`src/rtl/sio_regptr_pkg.sv`:
```
package sio_regptr_pkg;

    localparam int DATA_W   = 8;
    localparam int NUM_CH   = 2;
    localparam int NUM_REGS = 16;
    localparam int PTR_W    = $clog2(NUM_REGS);

    localparam int CH_A = 0;
    localparam int CH_B = 1;

    // command field of a control byte written at index 0
    localparam int          CMD_LSB     = 3;
    localparam logic [2:0]  CMD_CLR_EXT = 3'b010;

    // register index that carries the vector on channel B
    localparam logic [PTR_W-1:0] VEC_IDX = PTR_W'(2);

    typedef struct packed {
        logic              rd;
        logic              ch;
        logic              data_sel;
        logic [DATA_W-1:0] wdata;
    } bus_req_t;

    typedef enum logic [2:0] {
        VS_A_PEND = 3'b101,
        VS_B_PEND = 3'b001,
        VS_NONE   = 3'b011
    } vec_stat_e;

    function automatic vec_stat_e vec_status(input logic pend_a, input logic pend_b);
        if (pend_a)      return VS_A_PEND;
        else if (pend_b) return VS_B_PEND;
        else             return VS_NONE;
    endfunction

    function automatic logic [DATA_W-1:0] vec_byte(input vec_stat_e vs);
        logic [DATA_W-1:0] b;
        b = '0;
        b[3:1] = vs;
        return b;
    endfunction

endpackage

```
`src/rtl/sio_strobe_sync.sv`:
```
module sio_strobe_sync #(
    parameter int STAGES = 2
) (
    input  logic clk,
    input  logic rst,
    input  logic strobe_n_async,
    output logic strobe_n_sync
);
    generate
        if (STAGES <= 1) begin : g_single
            logic s_q;
            always_ff @(posedge clk) begin
                if (rst) s_q <= 1'b1;
                else     s_q <= strobe_n_async;
            end
            assign strobe_n_sync = s_q;
        end else begin : g_chain
            logic [STAGES-1:0] sh_q;
            always_ff @(posedge clk) begin
                if (rst) sh_q <= '1;
                else     sh_q <= {sh_q[STAGES-2:0], strobe_n_async};
            end
            assign strobe_n_sync = sh_q[STAGES-1];
        end
    endgenerate
endmodule

```
`src/rtl/sio_chan.sv`:
```
module sio_chan
    import sio_regptr_pkg::*;
(
    input  logic              clk,
    input  logic              rst,
    input  logic              idle,      // synchronized strobe released
    input  logic              fire,      // bus cycle for this channel ends
    input  bus_req_t          req,
    input  logic              evt,
    output logic [PTR_W-1:0]  ptr,
    output logic              pend,
    output logic [DATA_W-1:0] cur_reg,
    output logic [DATA_W-1:0] data_byte
);
    logic [PTR_W-1:0]  ptr_q;
    logic [PTR_W-1:0]  latch_q;
    logic              pend_q;
    logic [DATA_W-1:0] data_q;
    logic [DATA_W-1:0] regs_q [NUM_REGS];

    logic ctrl_fire;
    logic at_zero;
    logic clr_cmd;

    assign ctrl_fire = fire && !req.data_sel;
    assign at_zero   = (ptr_q == '0);
    assign clr_cmd   = ctrl_fire && at_zero && !req.rd &&
                       (req.wdata[CMD_LSB +: 3] == CMD_CLR_EXT);

    always_ff @(posedge clk) begin
        if (rst) begin
            ptr_q   <= '0;
            latch_q <= '0;
        end else begin
            if (idle)
                ptr_q <= latch_q;
            if (ctrl_fire) begin
                if (at_zero) begin
                    if (!req.rd)
                        latch_q <= req.wdata[PTR_W-1:0];
                end else begin
                    latch_q <= '0;
                end
            end
        end
    end

    always_ff @(posedge clk) begin
        if (rst)          pend_q <= 1'b0;
        else if (evt)     pend_q <= 1'b1;
        else if (clr_cmd) pend_q <= 1'b0;
    end

    always_ff @(posedge clk) begin
        if (rst) begin
            data_q <= '0;
            for (int i = 0; i < NUM_REGS; i++)
                regs_q[i] <= '0;
        end else begin
            if (fire && req.data_sel && !req.rd)
                data_q <= req.wdata;
            if (ctrl_fire && !at_zero && !req.rd)
                regs_q[ptr_q] <= req.wdata;
        end
    end

    assign ptr       = ptr_q;
    assign pend      = pend_q;
    assign cur_reg   = regs_q[ptr_q];
    assign data_byte = data_q;
endmodule

```
`src/rtl/sio_regptr.sv`:
```
module sio_regptr
    import sio_regptr_pkg::*;
#(
    parameter int SYNC_STAGES = 2
) (
    input  logic              clk,
    input  logic              rst,
    input  logic              bus_as_n,
    input  logic              bus_rd,
    input  logic              bus_chan_b,
    input  logic              bus_data_sel,
    input  logic [DATA_W-1:0] bus_wdata,
    output logic [DATA_W-1:0] bus_rdata,
    input  logic [NUM_CH-1:0] ext_evt,
    output logic [NUM_CH-1:0] ext_pend
);
    logic              as_s;
    logic              as_prev_q;
    logic              fire;
    bus_req_t          cap_q;
    logic [PTR_W-1:0]  ptr_q     [NUM_CH];
    logic [DATA_W-1:0] cur_reg   [NUM_CH];
    logic [DATA_W-1:0] data_byte [NUM_CH];
    logic [NUM_CH-1:0] pend;
    vec_stat_e         vec_stat;
    logic [DATA_W-1:0] rd_mux;
    logic [DATA_W-1:0] rdata_q;

    sio_strobe_sync #(.STAGES(SYNC_STAGES)) u_sync (
        .clk            (clk),
        .rst            (rst),
        .strobe_n_async (bus_as_n),
        .strobe_n_sync  (as_s)
    );

    // bus fields captured while the raw strobe is low
    always_ff @(posedge clk) begin
        if (rst) begin
            cap_q     <= '0;
            as_prev_q <= 1'b1;
        end else begin
            as_prev_q <= as_s;
            if (!bus_as_n)
                cap_q <= '{rd: bus_rd, ch: bus_chan_b,
                           data_sel: bus_data_sel, wdata: bus_wdata};
        end
    end

    assign fire = as_s && !as_prev_q;

    generate
        for (genvar c = 0; c < NUM_CH; c++) begin : g_ch
            sio_chan u_chan (
                .clk       (clk),
                .rst       (rst),
                .idle      (as_s),
                .fire      (fire && (int'(cap_q.ch) == c)),
                .req       (cap_q),
                .evt       (ext_evt[c]),
                .ptr       (ptr_q[c]),
                .pend      (pend[c]),
                .cur_reg   (cur_reg[c]),
                .data_byte (data_byte[c])
            );
        end
    endgenerate

    assign vec_stat = vec_status(pend[CH_A], pend[CH_B]);

    always_comb begin
        if (bus_data_sel)
            rd_mux = data_byte[bus_chan_b];
        else if (ptr_q[bus_chan_b] == '0)
            rd_mux = {{(DATA_W-1){1'b0}}, pend[bus_chan_b]};
        else if (bus_chan_b && ptr_q[bus_chan_b] == VEC_IDX)
            rd_mux = vec_byte(vec_stat);
        else
            rd_mux = cur_reg[bus_chan_b];
    end

    always_ff @(posedge clk) begin
        if (rst || bus_as_n) rdata_q <= '0;
        else                 rdata_q <= rd_mux;
    end

    assign bus_rdata = rdata_q;
    assign ext_pend  = pend;
endmodule

```
`config.mk`:
```
export PLATFORM = sky130hd
export DESIGN_NAME = sio_regptr
export DESIGN_NICKNAME = d
export VERILOG_FILES = /design/src/rtl/sio_regptr_pkg.sv /design/src/rtl/sio_strobe_sync.sv /design/src/rtl/sio_chan.sv /design/src/rtl/sio_regptr.sv
export SDC_FILE = /design/constraint.sdc
export NUM_CORES = 1
export LEC_CHECK = 0
export CAP_MARGIN = 20
export CORE_MARGIN = 2
export CORE_UTILIZATION = 30
export CTS_CLUSTER_DIAMETER = 120
export CTS_CLUSTER_SIZE = 8
export DETAILED_ROUTE_END_ITERATION = 8
export HOLD_SLACK_MARGIN = 0.05
export PLACE_DENSITY = 0.51
export SLEW_MARGIN = 10
export SYNTH_ARGS = -nofsm -noshare
export SYNTH_HDL_FRONTEND = slang
export SYNTH_HIERARCHICAL = 1
export SYNTH_SLANG_ARGS = --single-unit
```
`constraint.sdc`:
```
create_clock -name clk -period 2.9 [get_ports clk]
set_input_delay 0.58 -clock clk [delete_from_list [all_inputs] [get_ports clk]]
set_output_delay 0.58 -clock clk [all_outputs]
set_load 0.01 [all_outputs]
```
==> metrics.txt, run 1 <==
# Post-CTS Setup Buffers 0; worst-skew pair later-pin latency 530 ps; crit end category register; row cnt 79; clk slew on worst S/H paths 50 ps; initial antenna violation count 1; Core ar. 46500 sq um; Setup WS pre-CTS 541 ps; Final WS setup 548 ps; Post-Syn Area 14100 sq um; Final TNS setup 0 ps; Post-CTS Resized 0; vias in the first global route 8141; TritonCTS clock tree yes; cells after synthesis 964; # port buffers 25; ys async rst share 0%; WP data required 3300 ps; final WL 34700 microns; clock buffer depth 3; CP Launch Type register; crit path cell chain buf_12, mux4_2, a22oi_1, nand2_1, a221oi_1, o32ai_1; Initial Util 30.3%; 1st-iter DRT viols 648; CTS buffer count 45; Most used DFF post-synth edfxtp_1; post-synthesis sequential area ratio 63.8%; Hold-fix buffers, CTS 0; nets 1062; layout cells sized above 1 19.6%; drt via density 4.74; fin. max-slew vios 0; final critical-path required period 2350 ps; dpl hpwl 22000 microns; syn_area_per_cell 14.6 sq um; slowest stage cell on the critical path mux4_2; First-pass DRT Iterations 7; Final Instance Area 16500 sq um; layout overhead on the synthesized area 17.5%; Remaining DRCs 0; Final Setup Violations 0; die area 48600 sq um; Worst slew margin 39.6%; grt ovf 0; EDFF count, synth 256; Wirelength per Cell 20.7 microns; H-tree Lvls 2; Cell variety after synth 45; Final ANT Viol Nets 0; Worst-Margin Slew 905 ps; pwr/cell area 620 nW/um^2; fmax 425 MHz; slowest stage delay, CP 570 ps; first-pass GRT wire length 52400 microns; die height 221 microns; post-synthesis register bit count 320; clock root buffer clkbuf_16; placed inst area 15300 sq um; Tot GR Track Use 14.6%; WP data arrival 2750 ps; Hold Slack 398 ps; final hold vios 0; gpl congestion 0.788; via count 7943; Crit Path Class register to register; worst min-delay path category input port to register; Fin Clk Skew 13.2 ps; Worst VDD drop 0.000423 V; outcome complete, no violations; I/O Pins 26; setup repair after global routing missed its margin no; Sink Count 320; Tcrit/Tclk final 81.1%; Max-cap violations 0; Ys Warns 6; largest net degree at the start of global routing 46; Crit Path Max Fanout 25; static leakage 6.06 nW; Power, Total 10.3 mW; Die Width 221 microns
[registers in the layout, summed over array words and instances (netlist names), named ones only]
signal and count:
u_sync/g_chain.sh_q 2, g_ch.u_chan/latch_q 8, as_prev_q 1, g_ch.u_chan/pend 2
g_ch.u_chan/ptr 8, g_ch.u_chan/data_byte 16, cap_q 11, bus_rdata 8
g_ch.u_chan/regs_q 256
[layer usage]
metal  vias to the layer above  share of wire, %  global-route usage, %  wire [microns]
met4                         0               3.2                   5.60            1090
met2                       190                45                   22.6           15600
li1                       3705                 -                      -               -
met3                        59               4.0                   1.99            1380
met5                         -                 0                      0               0
met1                      3989                48                   20.8           16600
[cell families after synthesis]
kind of cell,Yosys count,synth area share [%]
simple gates,411,17.4
mux,112,13.7
buf+inv,56,1.65
compound gates,63,3.47
flops,320,63.8
other cells,2,0.0534
[cell usage after synthesis (2+ instances only)]
cell type | count | area [sq um]
or2_1 | 2 | 12.5
nand3b_1 | 4 | 30.0
nor4b_2 | 3 | 45.0
nor3_2 | 2 | 20.0
nor2_1 | 73 | 274
clkbuf_1 | 36 | 135
nor2b_1 | 7 | 43.8
and2b_1 | 2 | 15.0
inv_1 | 4 | 15.0
o21ba_1 | 2 | 20.0
o32ai_1 | 2 | 17.5
mux2i_1 | 47 | 470
a22oi_1 | 40 | 300
or4_4 | 3 | 33.8
mux4_2 | 64 | 1440
o21ai_0 | 2 | 10.0
nor4_2 | 2 | 25.0
o22ai_1 | 5 | 31.3
nand2b_1 | 5 | 31.3
a221oi_1 | 3 | 26.3
o211ai_1 | 2 | 15.0
edfxtp_1 | 256 | 7690
conb_1 | 2 | 7.51
nand3_1 | 4 | 20.0
nor3b_1 | 2 | 15.0
or2_2 | 32 | 200
buf_2 | 8 | 40.0
nor4b_4 | 2 | 47.6
nand2_1 | 20 | 75.1
buf_1 | 6 | 22.5
nor3_1 | 3 | 15.0
dfxtp_1 | 64 | 1280
and2_1 | 242 | 1510
a31oi_1 | 2 | 12.5
[layout make-up]
class	instances	area, sq um
fill	4472	29900
multi-input combinational	602	4920
timing repair buffer	73	646
sequential	320	8970
antenna	1	2.50
tap	607	759
inverter	4	15.0
clock buffer	70	1220
[power by group]
part	internal (mW)	switching, mW
clock	2.83	1.84
sequential	5.10	0.0881
combinational	0.153	0.243
[per-stage QoR]
step                      instances  util (%)
after CTS                      1676      35.6
after detailed placement       1606      33.0
after global placement         1606      33.0
final                          1677      35.6
after floorplan                 978         -
after global routing           1676      35.6
[worst max-delay path, delay by kind of cell (launching register included)]
kind / cells / cell delay, ps
AOI/OAI and AO/OA: 3 / 720
buffers and inverters: 1 / 280
muxes: 1 / 570
DFF: 1 / 500
and+or+nand+nor: 1 / 130
[cell usage in the layout (no fill, tap or decap), types with 3 or more instances in the layout]
cell,n
dfxtp_2,4
a22oi_1,40
a221oi_1,3
and2_1,242
nand2_1,20
buf_4,46
mux4_2,64
nand3b_1,4
clkdlybuf4s50_1,24
dfxtp_1,60
nor2_1,73
conb_1,16
clkbuf_1,25
or2_2,32
buf_12,3
nor2b_1,7
or4_4,3
inv_1,4
o22ai_1,5
nand3_1,4
edfxtp_1,256
nand2b_1,5
nor4b_2,3
nor3_1,3
clkbuf_16,45
mux2i_1,47
[path summary, 6_finish.rpt]
check / startpoint / end / slack [ps] / depth (start not counted)
worst min-delay path: rst / cap_q[10]$_SDFFE_PP0N_ / 400 / 2
worst min register to register: u_sync/g_chain.sh_q[0]$_SDFF_PP1_ / u_sync/g_chain.sh_q[1]$_SDFF_PP1_ / 450 / 1
worst max-delay path: register / bus_rdata[3]$_SDFF_PP0_ / 550 / 6
worst max register to register: register / bus_rdata[3]$_SDFF_PP0_ / 550 / 6
(Power assumes the default switching activity.)
==> run 2, diff against run 1 <==
PLACE_DENSITY = 0.53   (was 0.51)
clock period = 1.9 ns   (was 2.9 ns; I/O delays follow)
==> run 2 against run 1 <==
The run now ends with setup timing left; sequential share of layout area decreased by 3.9 points; die area unchanged; maximum frequency increased by 15%; final area increased by 8.0%; sequential power increased by 52%.
==> metrics.txt, run 2 (same netlist as run 1, synthesis figures left out) <==
outcome finished with violations; violations in the final reports setup timing; Hold-fix buffers, CTS 0; layout overhead on the synthesized area 26.9%; drt via density 4.64; Sink Count 320; final WL 34400 microns; fmax 490 MHz; CP Launch Type register; commonest cells after routing, fill and taps aside edfxtp_1, and2_1, buf_4; gpl congestion 0.804; Storage cell area 8990 sq um; Crit Path Class register to register; Worst-Margin Slew 799 ps; WHS Path Cells 2; slowest stage cell on the critical path mux4_2; crit path cell chain buf_12, buf_4, mux4_2, a22oi_2, nand2_1, and2b_1, a221oi_2, o32ai_1; final critical-path required period 2040 ps; Final ANT Viol Nets 0; WP data arrival 2460 ps; Die Width 221 microns; clock buffer depth 3; reg2reg setup slack -140 ps; Reg2Reg Depth 8; setup repair after global routing missed its margin yes; fill count 4395; Worst R2R End bus_rdata[2]$_SDFF_PP0_; footprint of the multi-input gates 5370 sq um; Crit Path Max Fanout 7; 1st-iter DRT viols 517; vias in the first global route 8551; worst min-delay path category input port to register; fin. max-slew vios 0; Top Family by Delay on Critical Path compound AO/OA/AOI/OAI gates; dpl hpwl 24000 microns; final hold vios 0; Core ar. 46500 sq um; first-pass GRT wire length 52800 microns; Worst slew margin 46.6%; Reg with most FFs g_ch.u_chan/regs_q; # port buffers 25; clk slew on worst S/H paths 50 ps; nets 1141; hold endpoint g_ch[1].u_chan/regs_q[0][0]$_SDFFCE_PN0P_; grt ovf 0; TritonCTS clock tree yes; Setup WS pre-CTS -297 ps; Final Setup Violations 51; commonest non-fill, non-tap cell in the layout edfxtp_1; Wirelength per Cell 19.4 microns; CTS buffer count 45; Tcrit/Tclk final 107%; First-pass DRT Iterations 5; static leakage 6.62 nW; Fin Clk Skew 11.0 ps; Buf/Inv on CP 2; H-tree Lvls 2; Final TNS setup -1930 ps; Tot GR Track Use 14.5%; crit end category register; Worst VDD drop 0.000548 V; HP Start rst; Max-cap violations 0; die area 48600 sq um; via count 8226; max reg flops 256; WP data required 2320 ps; row cnt 79; largest net degree at the start of global routing 42; I/O Pins 26; initial antenna violation count 3; die height 221 microns; worst-skew pair later-pin latency 550 ps; slowest stage delay, CP 500 ps; pwr/cell area 905 nW/um^2; Final WS setup -142 ps; clock root buffer clkbuf_16; Initial Util 30.3%; Remaining DRCs 0; layout cells sized above 1 30.6%
## run 2: routing by layer
| metal | wire length [microns] | vias to the layer above | global-route usage, % |
|---|---|---|---|
| li1 | - | 3871 | - |
| met1 | 16000 | 4145 | 20.5 |
| met2 | 16200 | 160 | 23.0 |
| met3 | 1590 | 48 | 2.75 |
| met4 | 612 | 2 | 4.00 |
| met5 | 13 | - | 0 |
## run 2: area by class of cell
type	instances	share of cell area, %
Antenna cell	2	0.0280
Clock buffer	83	7.34
Clock inverter	1	0.0490
Inverter	4	0.0841
Multi-Input combinational cell	602	30.1
Sequential cell	320	50.3
Tap cell	607	4.25
Timing Repair Buffer	152	7.83
## run 2: power breakdown
group          switching, mW  internal [mW]  leakage [nW]
Combinational          0.442          0.310          2.84
Sequential            0.0945           7.78          3.16
Clock                   2.93           4.60         0.626
## run 2: how the worst max path moves through the flow
stage	startpoint	end	slack, ps	cells after the start
floorplan	u_sync/g_chain.sh_q[1]$_SDFF_PP1_	g_ch[0].u_chan/regs_q[4][0]$_SDFFCE_PN0P_	5	5
global placement	register	bus_rdata[1]$_SDFF_PP0_	-320	8
detailed placement	register	bus_rdata[1]$_SDFF_PP0_	-300	8
CTS	register	bus_rdata[1]$_SDFF_PP0_	-140	8
global route	register	bus_rdata[1]$_SDFF_PP0_	-230	8
finish	register	bus_rdata[2]$_SDFF_PP0_	-140	8
## run 2: stage by stage
| stage | power, mW | area, sq um | util (%) | hold WS (ps) | std cells |
|---|---|---|---|---|---|
| global placement | 8.69 | 15800 | 34.1 | 389 | 1663 |
| CTS | 16.3 | 17500 | 37.6 | 363 | 1758 |
| floorplan | 8.36 | 14200 | - | 383 | 978 |
| finish | 16.2 | 17900 | 38.4 | 399 | 1771 |
| detailed placement | 8.70 | 15800 | 34.1 | 395 | 1663 |
| global route | 16.7 | 17900 | 38.4 | 390 | 1769 |
## run 2: what timing repair did
item / 4_1_cts / 5_1_grt
gates resized for setup: 65 / 76
cloned: 1 / 0
pin swaps: 15 / 38
buffers inserted: 10 / 11
endpoints found under the setup margin: 284 / 408
==> run 3, diff against run 2 <==
==> constraint.sdc (replaced) <==
create_clock -name clk -period 1.9 [get_ports clk]
set_input_delay 0.38 -clock clk [delete_from_list [all_inputs] [get_ports clk]]
set_output_delay 0.38 -clock clk [all_outputs]
set_load 0.02 [all_outputs]
==> run 3 against run 2 <==
The flow still finishes with violations (setup timing); die area did not move; clock skew rose by 2.1 ps; register-to-register slack barely moved; cell count did not move; highest routed layer unchanged; largest power group unchanged; critical path depth rose by 1; critical endpoint is now bus_rdata[3]$_SDFF_PP0_.
==> metrics.txt, run 3 (same netlist as run 1, synthesis figures left out) <==
final WL 34600 microns; crit path cell chain buf_12, buf_4, buf_6, mux4_2, a22oi_2, nand2_1, nor2b_4, a221oi_2, o32ai_1; clk slew on worst S/H paths 50 ps; Die Width 221 microns; gpl congestion 0.804; grt ovf 0; Worst VDD drop 0.000510 V; die area 48600 sq um; Reg with most FFs g_ch.u_chan/regs_q; WP data arrival 2470 ps; CP Launch Type register; WP data required 2320 ps; TritonCTS clock tree yes; violations in the final reports setup timing; setup repair after global routing missed its margin yes; fmax 488 MHz; switch share 21.5%; Crit Path Class register to register; clock network fraction of design power 46.6%; H-tree Lvls 2; Final Setup Violations 84; die height 221 microns; Seq pwr share 48.7%; Fin Clk Skew 13.1 ps; row cnt 79; First-pass DRT Iterations 4; CTS buffer count 45; pwr/cell area 904 nW/um^2; static leakage 6.64 nW; initial antenna violation count 3; fill count 4378; antenna cells 0; commonest cells after routing, fill and taps aside edfxtp_1, and2_1, buf_4; Pint 12.7 mW; vias in the first global route 8560; Power, Total 16.2 mW; layout cells sized above 1 31.0%; worst-skew pair later-pin latency 550 ps; grt met3 use 2.93%; via count 8238; switching power 3.47 mW; met1 Usage GRT 20.3%; first-pass GRT wire length 52900 microns; I/O Pins 26; 1st-iter DRT viols 459; final std cells w/o fill 1771; Hold-fix buffers, CTS 0; Wirelength per Cell 19.6 microns; Worst-Margin Slew 853 ps; Initial Util 30.3%; Tot GR Track Use 14.5%; Final TNS setup -3630 ps; Worst slew margin 43.0%; Remaining DRCs 0; Tcrit/Tclk final 108%; dpl cells 1663; final hold vios 0; # port buffers 25; grt met2 use 22.9%; final core utilization 38.5%; max reg flops 256; nets 1143; gr busiest metal met2; combinational share of power 4.7%; commonest non-fill, non-tap cell in the layout edfxtp_1; largest net degree at the start of global routing 42; crit end category register; clock root buffer clkbuf_16; slowest stage delay, CP 510 ps; dpl hpwl 24000 microns; slowest stage cell on the critical path mux4_2; drt via density 4.65; Crit Path Max Fanout 7; Sink Count 320; final critical-path required period 2050 ps; layout overhead on the synthesized area 27.1%; Final WS setup -149 ps; clock buffer depth 3; Core ar. 46500 sq um; fin. max-slew vios 0; outcome finished with violations; Max-cap violations 0; Final ANT Viol Nets 0; worst min-delay path category input port to register
==> run 3: cell count changes in the layout (fill, tap and decap cells not counted), moves of 2 or more <==
cell,previous run,this run
dlygate4sd2_1,7,10
nor2_2,6,14
and2_1,242,239
dfxtp_1,55,59
dfxtp_2,6,2
buf_12,9,11
diode_2,2,0
nor2_1,56,51
and2_4,0,3
clkdlybuf4s50_1,16,14
nor2_4,11,8
buf_6,15,17
==> run 3: worst max-delay path: cells and delay by family, from the launching register on <==
family	cells	cell delay, ps
muxes	1	510
buffers and inverters	3	320
and+or+nand+nor	2	240
AOI/OAI and AO/OA	3	480
DFF	1	370
==> run 3: layout make-up <==
type	instances	area, sq um	share of cell area (%)
flip-flops and latches	320	8980	50.3
multi-input cells	602	5370	30.0
repair buffers	154	1430	8.00
clock buffers	83	1310	7.34
well taps	607	759	4.25
inverters	4	15.0	0.0840
clock inverters	1	8.76	0.0490
==> run 3: layer usage <==
layer / up-vias / share of wire [%]
met5: - / 0.069
met4: 4 / 1.9
met3: 55 / 4.8
met2: 146 / 47
met1: 4165 / 46
li1: 3868 / -
==> run 3: final timing paths <==
path                            cells past startpoint  slack, ps                               from                                   endpoint
worst min-delay path                                2        400                                rst  g_ch[1].u_chan/regs_q[0][0]$_SDFFCE_PN0P_
worst max-delay path                                9       -150                           register                    bus_rdata[3]$_SDFF_PP0_
worst min register to register                      1        400  u_sync/g_chain.sh_q[0]$_SDFF_PP1_          u_sync/g_chain.sh_q[1]$_SDFF_PP1_
worst max register to register                      9       -150                           register                    bus_rdata[3]$_SDFF_PP0_
==> run 3: stage by stage <==
step	cell area (sq um)	worst slack [ps]	hold WS (ps)
after CTS	17500	-164	363
after global routing	17900	-262	390
after floorplan	14200	5.37	383
after global placement	15800	-323	389
after detailed placement	15800	-297	395
final	17900	-149	402
==> run 3: power by group through the flow <==
stage / clock (mW) / combinational, mW / sequential [mW]
finish: 7.53 / 0.756 / 7.87
global route: 8.01 / 0.812 / 7.89
CTS: 7.70 / 0.736 / 7.87
detailed placement: 0 / 0.697 / 8.01
global placement: 0 / 0.691 / 8.01
floorplan: 0 / 0.374 / 7.99
==> run 3: repair_timing <==
action,4_1_cts,5_1_grt
pin swaps,18,46
setup endpoints to repair,285,382
resized for setup,68,77
gates cloned,1,1
setup buffers,10,13
